File: src/rtl/pat1101_pkg.sv
`timescale 1ns/1ps
package pat1101_pkg;
  localparam int ST_W = 3;
  localparam int N_LEGAL = 5;

  typedef enum logic [ST_W-1:0] {
    ST_IDLE = 3'd0,
    ST_P1   = 3'd1,
    ST_P11  = 3'd2,
    ST_P110 = 3'd3,
    ST_HIT  = 3'd4
  } pat_st_e;
endpackage

File: src/rtl/pat_next_state.sv
`timescale 1ns/1ps
module pat_next_state
  import pat1101_pkg::*;
(
  input  pat_st_e cur,
  input  logic    bit_in,
  output pat_st_e nxt
);
  always_comb begin
    nxt = ST_IDLE;
    unique case (cur)
      ST_IDLE: nxt = bit_in ? ST_P1   : ST_IDLE;
      ST_P1:   nxt = bit_in ? ST_P11  : ST_IDLE;
      ST_P11:  nxt = bit_in ? ST_P11  : ST_P110;
      ST_P110: nxt = bit_in ? ST_HIT  : ST_IDLE;
      ST_HIT:  nxt = bit_in ? ST_P11  : ST_IDLE;
      default: nxt = ST_IDLE;
    endcase
  end
endmodule

File: src/rtl/pat_state_reg.sv
`timescale 1ns/1ps
module pat_state_reg
  import pat1101_pkg::*;
(
  input  logic    clk,
  input  logic    clr,
  input  pat_st_e d,
  output pat_st_e q
);
  always_ff @(posedge clk or posedge clr) begin
    if (clr) q <= ST_IDLE;
    else     q <= d;
  end
endmodule

File: src/rtl/pat_hit_decode.sv
`timescale 1ns/1ps
module pat_hit_decode
  import pat1101_pkg::*;
(
  input  pat_st_e st,
  output logic    hit
);
  assign hit = (st == ST_HIT);
endmodule

File: src/rtl/pat1101_moore.sv
`timescale 1ns/1ps
module pat1101_moore
  import pat1101_pkg::*;
(
  input  logic clk,
  input  logic clr,
  input  logic din,
  output logic hit
);
  pat_st_e st_q;
  pat_st_e st_d;

  pat_next_state u_next (
    .cur    (st_q),
    .bit_in (din),
    .nxt    (st_d)
  );

  pat_state_reg u_reg (
    .clk (clk),
    .clr (clr),
    .d   (st_d),
    .q   (st_q)
  );

  pat_hit_decode u_dec (
    .st  (st_q),
    .hit (hit)
  );
endmodule

File: config.mk
export PLATFORM = sky130hd
export DESIGN_NAME = pat1101_moore
export DESIGN_NICKNAME = d
export VERILOG_FILES = /design/src/rtl/pat1101_pkg.sv /design/src/rtl/pat_next_state.sv /design/src/rtl/pat_state_reg.sv /design/src/rtl/pat_hit_decode.sv /design/src/rtl/pat1101_moore.sv
export SDC_FILE = /design/constraint.sdc
export NUM_CORES = 1
export LEC_CHECK = 0
export CAP_MARGIN = 20
export CORE_AREA = 3 3 40 42
export CTS_BUF_LIST = sky130_fd_sc_hd__clkbuf_2
export CTS_CLUSTER_DIAMETER = 30
export DETAILED_ROUTE_END_ITERATION = 16
export DIE_AREA = 0 0 43 45
export PLACE_DENSITY_LB_ADDON = 0.1
export SLEW_MARGIN = 10
export SYNTH_ARGS = -nofsm -noshare
export SYNTH_HDL_FRONTEND = slang
export SYNTH_SLANG_ARGS = --single-unit
File: constraint.sdc
create_clock -name clk -period 1 [get_ports clk]
set_input_delay 0.2 -clock clk [delete_from_list [all_inputs] [get_ports clk]]
set_output_delay 0.2 -clock clk [all_outputs]
set_load 0.01 [all_outputs]
Word level (Yosys, flattened, before mapping). Index checks and enable logic that the tools add are counted.

Eq/ne operators: 4. Muxes and demuxes: 5. Reductions and logical operators: 2.

Operators with widths (count): $pmux W3 S4 (1); $eq A3 B2 Y1 const B (2); $eq A3 B1 Y1 const B (1); $eq A3 B3 Y1 const B (1); $logic_not A3 Y1 (1); $mux W3 (1); $mux W1 (2); $mux W2 (1); $reduce_or A2 Y1 (1).

Register bits: 3. Input bits: 3. Output and inout bits: 1. Logic and storage cells: 12.

Depth between registers and ports, before layout.
Depth after elaboration: 3. Mapped depth: 2. Gate-level depth less buffers: 2.

Hierarchy. A second synthesis with hierarchy kept.

Cell total of the unflattened synthesis: 12. Area, all modules: 145.1 um2.

Modules (own cells, without submodules): pat_state_reg (instances 1, cells each 4, area an instance 78.8 um2, sequential area each 75.1 um2); pat_next_state (instances 1, cells each 7, area an instance 53.8 um2, sequential area each 0.0 um2); pat_hit_decode (instances 1, cells each 1, area an instance 12.5 um2, sequential area each 0.0 um2).

Worst setup path after synthesis. No wires, ideal clock.

Path kind: flip-flop to flip-flop. From: reg u_reg.q[2]. To: reg u_reg.q[1]. Setup time: 0.124 ns. Arrival: 0.841 ns. Data required time: 0.876 ns. Setup slack: 0.035 ns. Stages on the path, launching flop included: 3. Path buffers: 0. Clock period less this slack: 0.965 ns. Path through: dfrtp_1 nor3b_2 a211o_1.

Longest elaborated chain between the ends: 3. Elaborated cells on any way between the ends: 7. Those cells by class: eq/ne (4); mux (1); reduce/logical (2).

Ends and longest elaborated chain: from (decl) (line pat_state_reg.sv:8) `output pat_st_e q`; from (signal assigned) (line pat_state_reg.sv:11) `if (clr) q <= ST_IDLE;`; from (signal assigned) (line pat_state_reg.sv:12) `else q <= d;`; $eq A3 B3 Y1; named net hit (line pat1101_moore.sv:8) `output logic hit`; $reduce_or A2 Y1 (no line); $pmux W3 S4 (line pat_next_state.sv:11) `unique case (cur)`; named net st_d[1] (line pat1101_moore.sv:11) `pat_st_e st_d;`.

The timed path passes the listed nets, and every way through them passes these cells.

Worst setup path in the final report.
From: reg u_reg.q[0]. To: out hit.

Longest elaborated chain between the ends: 1.

Ends and longest elaborated chain: $eq A3 B3 Y1 (line pat_hit_decode.sv:8) `assign hit = (st == ST_HIT);`; to (decl) (line pat1101_moore.sv:8).

Every way passes these cells.

==> summary.txt <==
Outcome
  • Run status: finished, violations left
  • Violated checks: setup timing

Place
  • Placed Area: 221.5 µm²
  • GPL Wtd Cong: 0.6180
  • IO Port Bufs: 3

Cells and area
  • Top Registers: u_reg.q (3)
  • Largest Register: u_reg.q
  • Fillers: 149
  • Final instance area: 236.5 µm²
  • Area Growth Syn to Fin: 65.79%
  • Nets: 26
  • Max reg flops: 3
  • Diode count: 0
  • Share of cells above drive strength 1: 0.5000

Clocking
  • Cts hold-fix bufs: 0
  • CTS tree: yes
  • Clock Latency Late Sink: 0.20 ns
  • Root Buffer: clkbuf_2
  • CTS buffer count: 3
  • Clock Path Buffers: 2
  • Num Clock Sinks: 3
  • Worst-path clk slew: 0.04 ns
  • H-Tree Depth: 1

Detailed routing
  • Routed vias: 130
  • Pre-Repair DR Iteration Count: 1
  • Detail Route Antenna Nets: 0
  • Routed vias/inst: 3.514
  • DRC Markers: 0
  • Routed WL per cell: 8.649 µm
  • Post-Route WL: 320 µm
  • Iter 0 DRT Violations: 0

Critical path
  • Worst-path fanout max: 2
  • Startpoint types: flop
  • WP data required: 0.80 ns
  • CP endpoint kind: primary output
  • Class of the most critical setup path: flop to primary output
  • Worst EP arrival: 0.98 ns

Synthesis
  • Syn Area/Cell: 12.97 µm²
  • Synth Cell Area: 142.6 µm²
  • Area contributors post-synth: dfrtp_1 53%, nor3b_2 8.8%, and4b_2 7.9%, nor4bb_1 7.0%, a211o_1 6.1%
  • Mapped Nets: 14
  • Synth unique cells: 9
  • Seq/Total Area, Yosys: 0.5263
  • Seq cells post-synth: 3
  • Cells after synthesis: 11
  • Yosys Warn Count: 0
  • Top-area cell type share of the netlist area: 0.5263
  • Leading area contributor after synthesis: dfrtp_1

Timing
  • Setup WS post-layout: -0.1850 ns
  • Skew final: 0.001947 ns
  • Setup violations, final: 2
  • Fin. max-slew vios: 0
  • Worst-Margin Slew: 0.2243 ns
  • Unrepaired setup endpoints after global routing: true
  • Hold Fails Final Rpt: 0
  • Period utilisation layout: 1.185
  • Fmax achieved: 843.9 MHz
  • Tmin final: 1.185 ns
  • Max_slew headroom: 0.8484
  • WHS: 0.1644 ns

Global route
  • GRT Util Overall: 0.05000
  • Initial antenna violation count: 0
  • Total congestion overflow: 0
  • First-pass GRT wire length: 531 µm
  • Vias in the first global route: 144
  • Largest net degree at the start of global routing: 5

Floorplanning
  • Core Box Area: 1285 µm²
  • DIE WIDTH: 43 µm
  • Initial Utilization: 0.1110
  • IO Pins: 4
  • Die area: 1935 µm²
  • Row cnt: 13
  • Die Height: 45 µm

Flow run
  • Max-cap violation count: 0

Min path
  • Hold WC Path Type: input pin to asynchronous set/reset pin

Power and ir drop
  • Worst vdd ir: 385.3 µV
  • Leakage: 0.1206 nW
  • Pwr/cell area: 2342 nW/µm²
[power by group]
group	switching, mW	internal [mW]	leakage (nW)
registers	0.0267	0.164	0.0391
clock network	0.0605	0.105	0.0166
logic	0.0767	0.120	0.0649
[cell type report]
class                      instances  area, µm²  area share
tap                               15      18.77     0.07937
inverter                           1      3.754     0.01587
multi-input combinational          7      63.81      0.2698
sequential                         3      75.07      0.3175
clock buffer                       4      20.02     0.08466
timing repair buffer               7      55.05      0.2328
[final timing paths]
kind	from	end	slack [ns]	cells after the start
max	u_reg.q[0]	hit	-0.18	2
min	clr	u_reg.q[1]	0.16	2
max reg2reg	u_reg.q[0]	u_reg.q[1]	-0.03	3
min reg2reg	u_reg.q[2]	u_reg.q[0]	0.53	2
max in group asynchronous	clr	u_reg.q[0]	0.71	2
min in group clk	u_reg.q[2]	u_reg.q[0]	0.53	2
[per-stage QoR]
stage	setup slack (ns)	power, mW	TNS, ns	std cells	utilization
6_report	-0.1850	0.5538	-0.2129	37	0.1840
5_1_grt	-0.2469	0.6065	-0.2933	37	0.1840
2_1_floorplan	0.03533	0.2898	0	11	-
3_5_place_dp	-0.3871	0.3904	-0.7773	33	0.1723
3_3_place_gp	-0.4049	0.3980	-0.8225	33	0.1723
4_1_cts	-0.2087	0.5674	-0.2457	37	0.1840
[Yosys cell counts]
library cell  instances
nor3b_2               1
nor3_1                1
dfrtp_1               3
and4b_2               1
a211o_1               1
inv_1                 1
nor3b_1               1
xnor2_1               1
nor4bb_1              1
[per-layer routing]
layer	vias to the layer above	track usage	wire, µm
met5	-	0	0
li1	64	-	-
met3	2	0.02789	18
met4	0	0.1265	19
met2	5	0.04491	134
met1	59	0.04106	148
[cell usage in the layout (no fill, tap or decap)]
cell type / n
a211o_1: 1
dfrtp_1: 3
nor4bb_1: 1
buf_2: 1
buf_4: 4
nor3b_1: 1
nor3_1: 1
nor3b_2: 1
xnor2_1: 1
inv_1: 1
clkbuf_2: 4
clkdlybuf4s50_1: 2
and4b_2: 1
[timing repair]
item                                    4_1_cts  5_1_grt
pin swaps                                     2        2
gates cloned                                  0        0
gates resized for setup                       4        0
setup buffers                                 1        1
endpoints found under the setup margin        2        2
[cell families (layout without fill, tap and decap cells)]
group,count (synthesis),after routing,share of synthesized area
xor+xnor,1,1,0.06141
simple gates,5,5,0.3245
buf+inv,1,12,0.02629
flops,3,3,0.5263
compound gates,1,1,0.06141
[critical path, stage by stage, from the launching register on]
cell and delay, ns:
dfrtp_1 0.38, nor3b_2 0.23, buf_2 0.17
Note: power is estimated with default switching activity, not from simulation.
